==> config.mk <==
export PLATFORM = sky130hd
export DESIGN_NAME = decade_tff_counter
export DESIGN_NICKNAME = d
export VERILOG_FILES = /design/src/rtl/decade_pkg.sv /design/src/rtl/decade_toggle_terms.sv /design/src/rtl/tff_cell.sv /design/src/rtl/decade_tff_counter.sv
export SDC_FILE = /design/constraint.sdc
export NUM_CORES = 1
export LEC_CHECK = 0
export BUFFER_PORTS_ARGS = -buffer_cell sky130_fd_sc_hd__buf_2
export CORE_AREA = 2 2 39 41
export DETAILED_ROUTE_END_ITERATION = 8
export DIE_AREA = 0 0 41 43
export GPL_TIMING_DRIVEN = 0
export PLACE_DENSITY = 0.43
export SLEW_MARGIN = 20
export SYNTH_ARGS = -nofsm -noshare
export SYNTH_HDL_FRONTEND = slang
export SYNTH_SLANG_ARGS = --single-unit
==> constraint.sdc <==
create_clock -name clk_i -period 1.2 [get_ports clk_i]
set_input_delay 0.24 -clock clk_i [delete_from_list [all_inputs] [get_ports clk_i]]
set_output_delay 0.24 -clock clk_i [all_outputs]
set_load 0.02 [all_outputs]
==> src/rtl/decade_pkg.sv <==
package decade_pkg;
  localparam int unsigned DIGIT_W  = 4;
  localparam int unsigned LAST_VAL = 9;
  localparam int unsigned NUM_VAL  = LAST_VAL + 1;
  typedef logic [DIGIT_W-1:0] digit_t;
endpackage

==> src/rtl/decade_toggle_terms.sv <==
// Per-bit toggle conditions for a 0..9 sequence; 9 folds to 0 by itself.
module decade_toggle_terms
  import decade_pkg::*;
(
  input  digit_t state_i,
  output digit_t tgl_o
);
  always_comb begin
    tgl_o[0] = 1'b1;
    tgl_o[1] = state_i[0] & ~state_i[3];
    tgl_o[2] = state_i[0] & state_i[1];
    tgl_o[3] = (state_i[0] & state_i[1] & state_i[2]) | (state_i[0] & state_i[3]);
  end
endmodule

==> src/rtl/tff_cell.sv <==
module tff_cell (
  input  logic clk_i,
  input  logic rst_ni,
  input  logic clr_i,
  input  logic tgl_i,
  output logic q_o
);
  logic q_q;

  always_ff @(posedge clk_i or negedge rst_ni) begin
    if (!rst_ni)    q_q <= 1'b0;
    else if (clr_i) q_q <= 1'b0;
    else if (tgl_i) q_q <= ~q_q;
  end

  assign q_o = q_q;
endmodule

==> src/rtl/decade_tff_counter.sv <==
module decade_tff_counter
  import decade_pkg::*;
(
  input  logic               clk_i,
  input  logic               rst_ni,
  input  logic               clr_i,
  input  logic               en_i,
  output logic [DIGIT_W-1:0] count_o,
  output logic               tc_o
);
  digit_t state;
  digit_t tgl_term;

  decade_toggle_terms u_terms (
    .state_i (state),
    .tgl_o   (tgl_term)
  );

  for (genvar b = 0; b < DIGIT_W; b++) begin : gen_bit
    tff_cell u_cell (
      .clk_i  (clk_i),
      .rst_ni (rst_ni),
      .clr_i  (clr_i),
      .tgl_i  (en_i & tgl_term[b]),
      .q_o    (state[b])
    );
  end

  assign count_o = state;
  assign tc_o    = en_i & (state == digit_t'(LAST_VAL));
endmodule

==> results of run 1 <==
-- power groups by stage --
stage	Clock (mW)	Sequential, mW	Combinational (mW)
after floorplan	0	0.151	0.0381
after detailed placement	0	0.153	0.0568
after global routing	0.181	0.147	0.109
after CTS	0.175	0.146	0.0790
after global placement	0	0.153	0.0565
final	0.162	0.147	0.101
-- routing by layer --
metal / routed length, um / track usage (%)
met5: 0 / 0
met4: 0 / 8.000
met3: 26 / 1.571
met2: 315 / 11.56
met1: 228 / 6.885
-- critical path: stages (launching register included) --
cell and delay (ps):
dfrtp_1 370, buf_4 140, buf_6 110, buf_4 120, buf_6 120
-- layout make-up --
| type | instances | area [sq um] | area share, % |
|---|---|---|---|
| clock buffer | 3 | 22.52 | 5.373 |
| multi-input combinational | 15 | 120.1 | 28.66 |
| tap | 16 | 20.02 | 4.776 |
| sequential | 4 | 100.1 | 23.88 |
| timing repair buffer | 16 | 130.1 | 31.04 |
| buffer | 3 | 26.28 | 6.269 |
-- worst paths after layout --
check | startpoint | to | slack (ps) | cells past startpoint
hold / removal | clr_i | gen_bit[0].u_cell.q_o$_DFFE_PN0P_ | 250 | 2
hold reg to reg | gen_bit[0].u_cell.q_o$_DFFE_PN0P_ | gen_bit[3].u_cell.q_o$_DFFE_PN0P_ | 650 | 2
setup reg to reg | gen_bit[0].u_cell.q_o$_DFFE_PN0P_ | gen_bit[2].u_cell.q_o$_DFFE_PN0P_ | -100 | 5
min in group asynchronous | rst_ni | gen_bit[3].u_cell.q_o$_DFFE_PN0P_ | 350 | 2
setup / recovery | gen_bit[0].u_cell.q_o$_DFFE_PN0P_ | count_o[0] | -120 | 4
max in group asynchronous | rst_ni | gen_bit[1].u_cell.q_o$_DFFE_PN0P_ | 740 | 2
-- stage by stage --
step                      hold slack, ps  std cells
after floorplan                   -55.59         23
after global placement             46.15         47
after detailed placement           45.46         47
after CTS                          243.8         54
after global routing               265.6         57
final                              253.5         57
-- repair_timing --
item                                    4_1_cts  5_1_grt
gates cloned                                  0        0
hold endpoints to repair                      4        0
hold buffers                                  1        0
setup buffers                                 3        4
pin swaps                                     0        1
resized for setup                             4        6
endpoints found under the setup margin        1        5
-- layout by cell type, fill, tap and decap left out --
cell type      netlist  final
dlygate4sd3_1        0      1
nor2_1               4      4
buf_6                0      5
buf_4                4     10
buf_2                0      3
dfrtp_1              4      4
nand2_1              1      1
xnor2_1              1      1
and3_4               1      1
mux2_4               2      2
nor4b_2              0      1
nand3b_1             1      1
nor2b_1              3      3
a32o_1               1      1
clkbuf_4             0      3
-- kinds of logic (layout without fill, tap and decap cells) --
kind of cell | count (synthesis) | count (layout) | share of synthesized area (%)
simple gates | 11 | 11 | 26.67
flops | 4 | 4 | 41.03
mux | 2 | 2 | 12.31
xor+xnor | 1 | 1 | 3.590
buf+inv | 4 | 22 | 12.31
compound gates | 1 | 1 | 4.103
==> metrics.cfg, run 1 <==
[setup_path]
crit_fanout = 3
crit_path_end_kind = output pin
cp_data_arrival_time_ps = 1080
criticalPathCategory = reg2out
required_ps = 960
cp-start-kind = register

[clock_tree]
cts_root_buf = clkbuf_4
cts_sinks = 4
clkLatencyLatePin_ps = 230
clk_pin_slew_worst_paths_ps = 30
clockBufferDepth = 2
numCtsBuffers = 3
cts_tree = yes
cts_max_level = 1

[cells_and_area]
syn_to_final_growth_pct = 71.79
antenna_cells = 0
nets = 47
largest_reg_flops = 4
n_fill_cell = 146
drive_gt1_share_pct = 60.98
fin_area_sq_um = 419.2
final_core_utilization_pct = 30.29

[synthesis]
ys.warnings.count = 0
synth_nets = 27
synthFlopType = dfrtp_1
synth_area_leaders = dfrtp_1, buf_4, mux2_4, nor2b_1, nor2_1
synth_top_area_share_pct = 41.03
ys_types = 11
synth_common_cells = buf_4, dfrtp_1, nor2_1
async_flop_share_pct = 100.0
synth-seq-area-share_pct = 41.03
synth_area_per_cell_sq_um = 10.61
synth_edf_count = 0
syn_inst = 23
synth_seq_cells = 4
yosys.area.top_type = dfrtp_1
synth_area_sq_um = 244.0

[place]
post-dp-hpwl_um = 362.8
gp_congestion = 0.7003
post_dp_cell_area_sq_um = 310.3
port_buffers = 8
post-place-ws_ps = 25.32

[sta]
fin_crit_ps = 1323
max_freq_mhz = 756.1
report.final.slew_viol_count = 0
fin_crit_sh_pct = 110.2
tns_ps = -484.1
hold_violations = 0
setup_viol = 6
tightest_slew_ps = 203.3
setup_slack_ps = -122.5
fin_skew_ps = 0.7878
slew-limit-headroom_pct = 86.41
grt_setup_unrepaired = yes

[power]
p_leak_nw = 0.2090
power_frac_seq_pct = 35.8
p_sw_share_pct = 23.43
internal_power_mw = 0.3137
power.density_mw_per_mm2 = 977.3
clkPwrFrac_pct = 39.6
combPwrFrac_pct = 24.6
peakVddDrop_v = 0.0003705
p_switching_mw = 0.09598
power_mw = 0.4096

[floorplan]
fp.dieW_um = 41
die_h_um = 43
start_util_pct = 17.63
core_area_sq_mm = 0.001384
die_area_sq_mm = 0.001763
rows = 14
pin_count = 9

[grt]
track_usage_pct = 7.374
grt_pass1_wl_um = 807
gr-total-overflow = 0
grt_pass1_vias = 220
grt_max_degree = 8
antenna_found_initial = 0

[detailed_routing]
drtIter0Drc = 1
viasPerCell = 3.877
vias = 221
antenna_left = 0
firstDrtPassIters = 2
post_drt_wl_per_cell_um = 10.00
drc = 0
wirelength_um = 570

[status]
outcome = finished, violations left
violations = setup timing

[worst_hold_path]
hold_path_class = in2reg

[flow_run]
maxCapViolations = 0

(Power assumes the default switching activity.)
==> inputs of run 2 (changes only) <==
Settings changed: SKIP_CTS_REPAIR_TIMING set to 1.
==> run 2 against run 1 <==
The flow still finishes with violations (setup timing). Cell count shrank 5.3%. Critical path depth fell by 1. First-iteration DRC count rose by 100%. Critical endpoint is now tc_o. Highest routed layer unchanged.
==> metrics.cfg, run 2 (synthesis results as in run 1) <==
[detailed_routing]
viasPerCell = 3.685
antenna_left = 0
post_drt_wl_per_cell_um = 8.981
drtIter0Drc = 2
drc = 0
vias = 199
wirelength_um = 485
firstDrtPassIters = 4

[setup_path]
cp-start-kind = register
r2r_setup_slack_ps = 90
cp_data_arrival_time_ps = 1100
crit_fanout = 4
reg2reg_to = gen_bit[2].u_cell.q_o$_DFFE_PN0P_
r2r_cells = 3
crit_path_end_kind = output pin
criticalPathCategory = reg2out
worstReg2RegStart = gen_bit[1].u_cell.q_o$_DFFE_PN0P_
required_ps = 960

[floorplan]
rows = 14
start_util_pct = 17.63
die_area_sq_mm = 0.001763
die_h_um = 43
fp.dieW_um = 41
pin_count = 9
core_area_sq_mm = 0.001384

[clock_tree]
numCtsBuffers = 3
cts_sinks = 4
clk_pin_slew_worst_paths_ps = 30
clockBufferDepth = 2
cts_root_buf = clkbuf_4
cts_tree = yes
clkLatencyLatePin_ps = 230
cts_max_level = 1

[power]
p_leak_nw = 0.1924
peakVddDrop_v = 0.0003794
power.density_mw_per_mm2 = 999.2
power_mw = 0.3913

[cells_and_area]
nets = 44
antenna_cells = 0
syn_to_final_growth_pct = 60.51
instances_no_fill = 54
layout_common_cells = buf_4, nor2_1, dfrtp_1
drive_gt1_share_pct = 60.53
largest_reg_flops = 4
layout_commonest_cell = buf_4
n_fill_cell = 143

[flow_run]
maxCapViolations = 0

[sta]
setup_viol = 2
fin_crit_sh_pct = 111.9
grt_setup_unrepaired = yes
tns_ps = -240.7
fin_skew_ps = 0.6751
hold_ws_ps = 252.9
hold_violations = 0
setup_slack_ps = -143.2
report.final.slew_viol_count = 0
fin_crit_ps = 1343
slew-limit-headroom_pct = 86.07
max_freq_mhz = 744.5
tightest_slew_ps = 208.4

[worst_hold_path]
min_to = gen_bit[0].u_cell.q_o$_DFFE_PN0P_
hold_path_class = in2reg
holdPathStages = 2
min-delay-start = clr_i

[grt]
antenna_found_initial = 0
gr-total-overflow = 0
track_usage_pct = 6.364
grt_max_degree = 8
grt_pass1_vias = 190
grt_pass1_wl_um = 690

[place]
gp_congestion = 0.7003
port_buffers = 8
dp.cells = 47
post-place-ws_ps = 25.32
post-dp-hpwl_um = 362.8

[status]
violations = setup timing
outcome = finished, violations left

## run 2: power by group
part | switching, mW | total, mW | internal (mW) | leakage (nW)
Sequential | 0.00778 | 0.150 | 0.142 | 0.0544
Combinational | 0.0336 | 0.0801 | 0.0465 | 0.124
Clock | 0.0496 | 0.161 | 0.112 | 0.0138
## run 2: worst max-delay path: stages (launching register included)
cell     delay, ps
dfrtp_1        390
nand2_2         70
nor4b_2        220
buf_4          180
## run 2: layer usage
layer	share of wire, %	track usage, %	up-vias
li1	-	-	104
met2	51	8.750	5
met5	0	0	-
met3	4.9	1.571	0
met1	44	6.557	90
met4	0	8.000	0
## run 2: area by class of cell
class	instances	area, sq um	share of cell area (%)
Buffer	2	15.01	3.834
Sequential cell	4	100.1	25.56
Multi-Input combinational cell	15	122.6	31.31
Timing Repair Buffer	14	111.4	28.43
Tap cell	16	20.02	5.112
Clock buffer	3	22.52	5.751
## run 2: through the flow
step / cell area [sq um] / utilization [%]
finish: 391.6 / 28.30
global route: 391.6 / 28.30
CTS: 332.8 / 24.05
detailed placement: 310.3 / 22.42
global placement: 310.3 / 22.42
floorplan: 250.2 / -
## run 2: worst max-delay path by stage
stage	start	endpoint	slack [ps]	cells past startpoint
2_1_floorplan	gen_bit[0].u_cell.q_o$_DFFE_PN0P_	tc_o	20	2
3_3_place_gp	gen_bit[0].u_cell.q_o$_DFFE_PN0P_	tc_o	50	3
3_5_place_dp	gen_bit[0].u_cell.q_o$_DFFE_PN0P_	tc_o	30	3
4_1_cts	gen_bit[0].u_cell.q_o$_DFFE_PN0P_	tc_o	-230	3
5_1_grt	gen_bit[0].u_cell.q_o$_DFFE_PN0P_	tc_o	-210	3
6_report	gen_bit[0].u_cell.q_o$_DFFE_PN0P_	tc_o	-140	3
==> inputs of run 3 (changes only) <==
Settings changed: CTS_CLUSTER_SIZE set to 8, PLACE_DENSITY 0.43 to unset, SKIP_LAST_GASP set to 1.
==> run 3 against run 2 <==
The run still ends with setup timing left. Critical path depth unchanged. Largest power group unchanged. Largest cell class is now multi-input gates. Critical path type unchanged. Utilization decreased by 1.1 points. Critical endpoint unchanged. Clock skew increased by 2.7 ps. Sequential cell count unchanged.
==> metrics.cfg, run 3 (synthesis results as in run 1) <==
[status]
outcome = finished, violations left
violations = setup timing

[sta]
fin_crit_sh_pct = 113.9
report.final.slew_viol_count = 0
slew-limit-headroom_pct = 86.83
hold_violations = 0
tns_ps = -166.4
setup_viol = 1
fin_skew_ps = 3.354
tightest_slew_ps = 197.0
setup_slack_ps = -166.4
grt_setup_unrepaired = yes
fin_crit_ps = 1366
max_freq_mhz = 731.8

[floorplan]
fp.dieW_um = 41
pin_count = 9
core_area_sq_mm = 0.001384
rows = 14
die_area_sq_mm = 0.001763
die_h_um = 43
start_util_pct = 17.63

[place]
post-place-ws_ps = 50.14
post_dp_cell_area_sq_um = 310.3
gp_congestion = 0.6161
post-dp-hpwl_um = 350.6
port_buffers = 8

[detailed_routing]
post_drt_wl_per_cell_um = 9.373
vias = 197
wirelength_um = 478
viasPerCell = 3.863
firstDrtPassIters = 4
drtIter0Drc = 2
drc = 0
antenna_left = 0

[clock_tree]
clk_pin_slew_worst_paths_ps = 30
cts_max_level = 1
cts_tree = yes
clockBufferDepth = 2
clkLatencyLatePin_ps = 230
numCtsBuffers = 3
cts_root_buf = clkbuf_4
cts_sinks = 4

[power]
p_leak_nw = 0.1782
power.density_mw_per_mm2 = 1028
peakVddDrop_v = 0.0003472

[worst_hold_path]
holdPathStages = 2
min-delay-start = clr_i
min_to = gen_bit[0].u_cell.q_o$_DFFE_PN0P_
hold_path_class = in2reg

[grt]
gr-total-overflow = 0
antenna_found_initial = 0
grt_max_degree = 8
grt_pass1_vias = 176
grt_pass1_wl_um = 655
track_usage_pct = 6.244

[cells_and_area]
layout_commonest_cell = buf_6
drive_gt1_share_pct = 57.14
antenna_cells = 0
final_core_utilization_pct = 27.22
syn_to_final_growth_pct = 54.36
nets = 41
fin_area_sq_um = 376.6
layout_common_cells = buf_6, nor2_1, buf_4, dfrtp_1
largest_reg_flops = 4
n_fill_cell = 159

[setup_path]
worstReg2RegStart = gen_bit[1].u_cell.q_o$_DFFE_PN0P_
crit_start = gen_bit[0].u_cell.q_o$_DFFE_PN0P_
crit_fanout = 5
r2r_setup_slack_ps = 100
criticalPathCategory = reg2out
reg2reg_to = gen_bit[2].u_cell.q_o$_DFFE_PN0P_
required_ps = 960
crit_path_end_kind = output pin
r2r_cells = 3
cp-start-kind = register
cp_data_arrival_time_ps = 1130

[flow_run]
maxCapViolations = 0

-- run 3: cell types whose count changed in the layout (fill, tap and decap cells not counted), sizes merged --
| cell | before | now |
|---|---|---|
| buf | 15 | 12 |
-- run 3: through the flow --
| step | std cells | hold slack, ps | power, mW |
|---|---|---|---|
| detailed placement | 47 | 50.42 | 0.2099 |
| finish | 51 | 256.6 | 0.3873 |
| global route | 51 | 260.4 | 0.4139 |
| global placement | 47 | 45.08 | 0.2090 |
| CTS | 50 | -198.9 | 0.3792 |
| floorplan | 23 | -55.59 | 0.1894 |
-- run 3: how the worst max path moves through the flow --
stage                      end  slack, ps  cells after the start
after floorplan           tc_o         20                      2
after global placement    tc_o         60                      3
after detailed placement  tc_o         50                      3
after CTS                 tc_o       -200                      3
after global routing      tc_o       -220                      3
final                     tc_o       -170                      3
-- run 3: per-layer routing --
layer  up-vias  wire (um)  GRT usage (%)
li1        100          -              -
met1        91        197          5.519
met2         6        242          8.438
met3         0         37          3.141
met4         0          0          8.000
met5         -          0              0
-- run 3: critical path, cell delays in order, from the launching register on --
cell,delay (ps)
dfrtp_1,420
nand2_2,80
nor4b_2,220
buf_4,180
-- run 3: cell type report --
class / instances / area, sq um / area share [%]
flip-flops and latches: 4 / 100.1 / 26.58
multi-input cells: 15 / 122.6 / 32.56
clock buffers: 3 / 22.52 / 5.980
well taps: 16 / 20.02 / 5.316
plain buffers: 3 / 22.52 / 5.980
repair buffers: 10 / 88.84 / 23.59
-- run 3: where the power goes --
part	internal [mW]	switching, mW	leakage, nW	total (mW)
Clock	0.112	0.0519	0.0138	0.164
Combinational	0.0411	0.0321	0.110	0.0732
Sequential	0.142	0.00835	0.0544	0.151
Total	0.295	0.0923	0.178	0.387
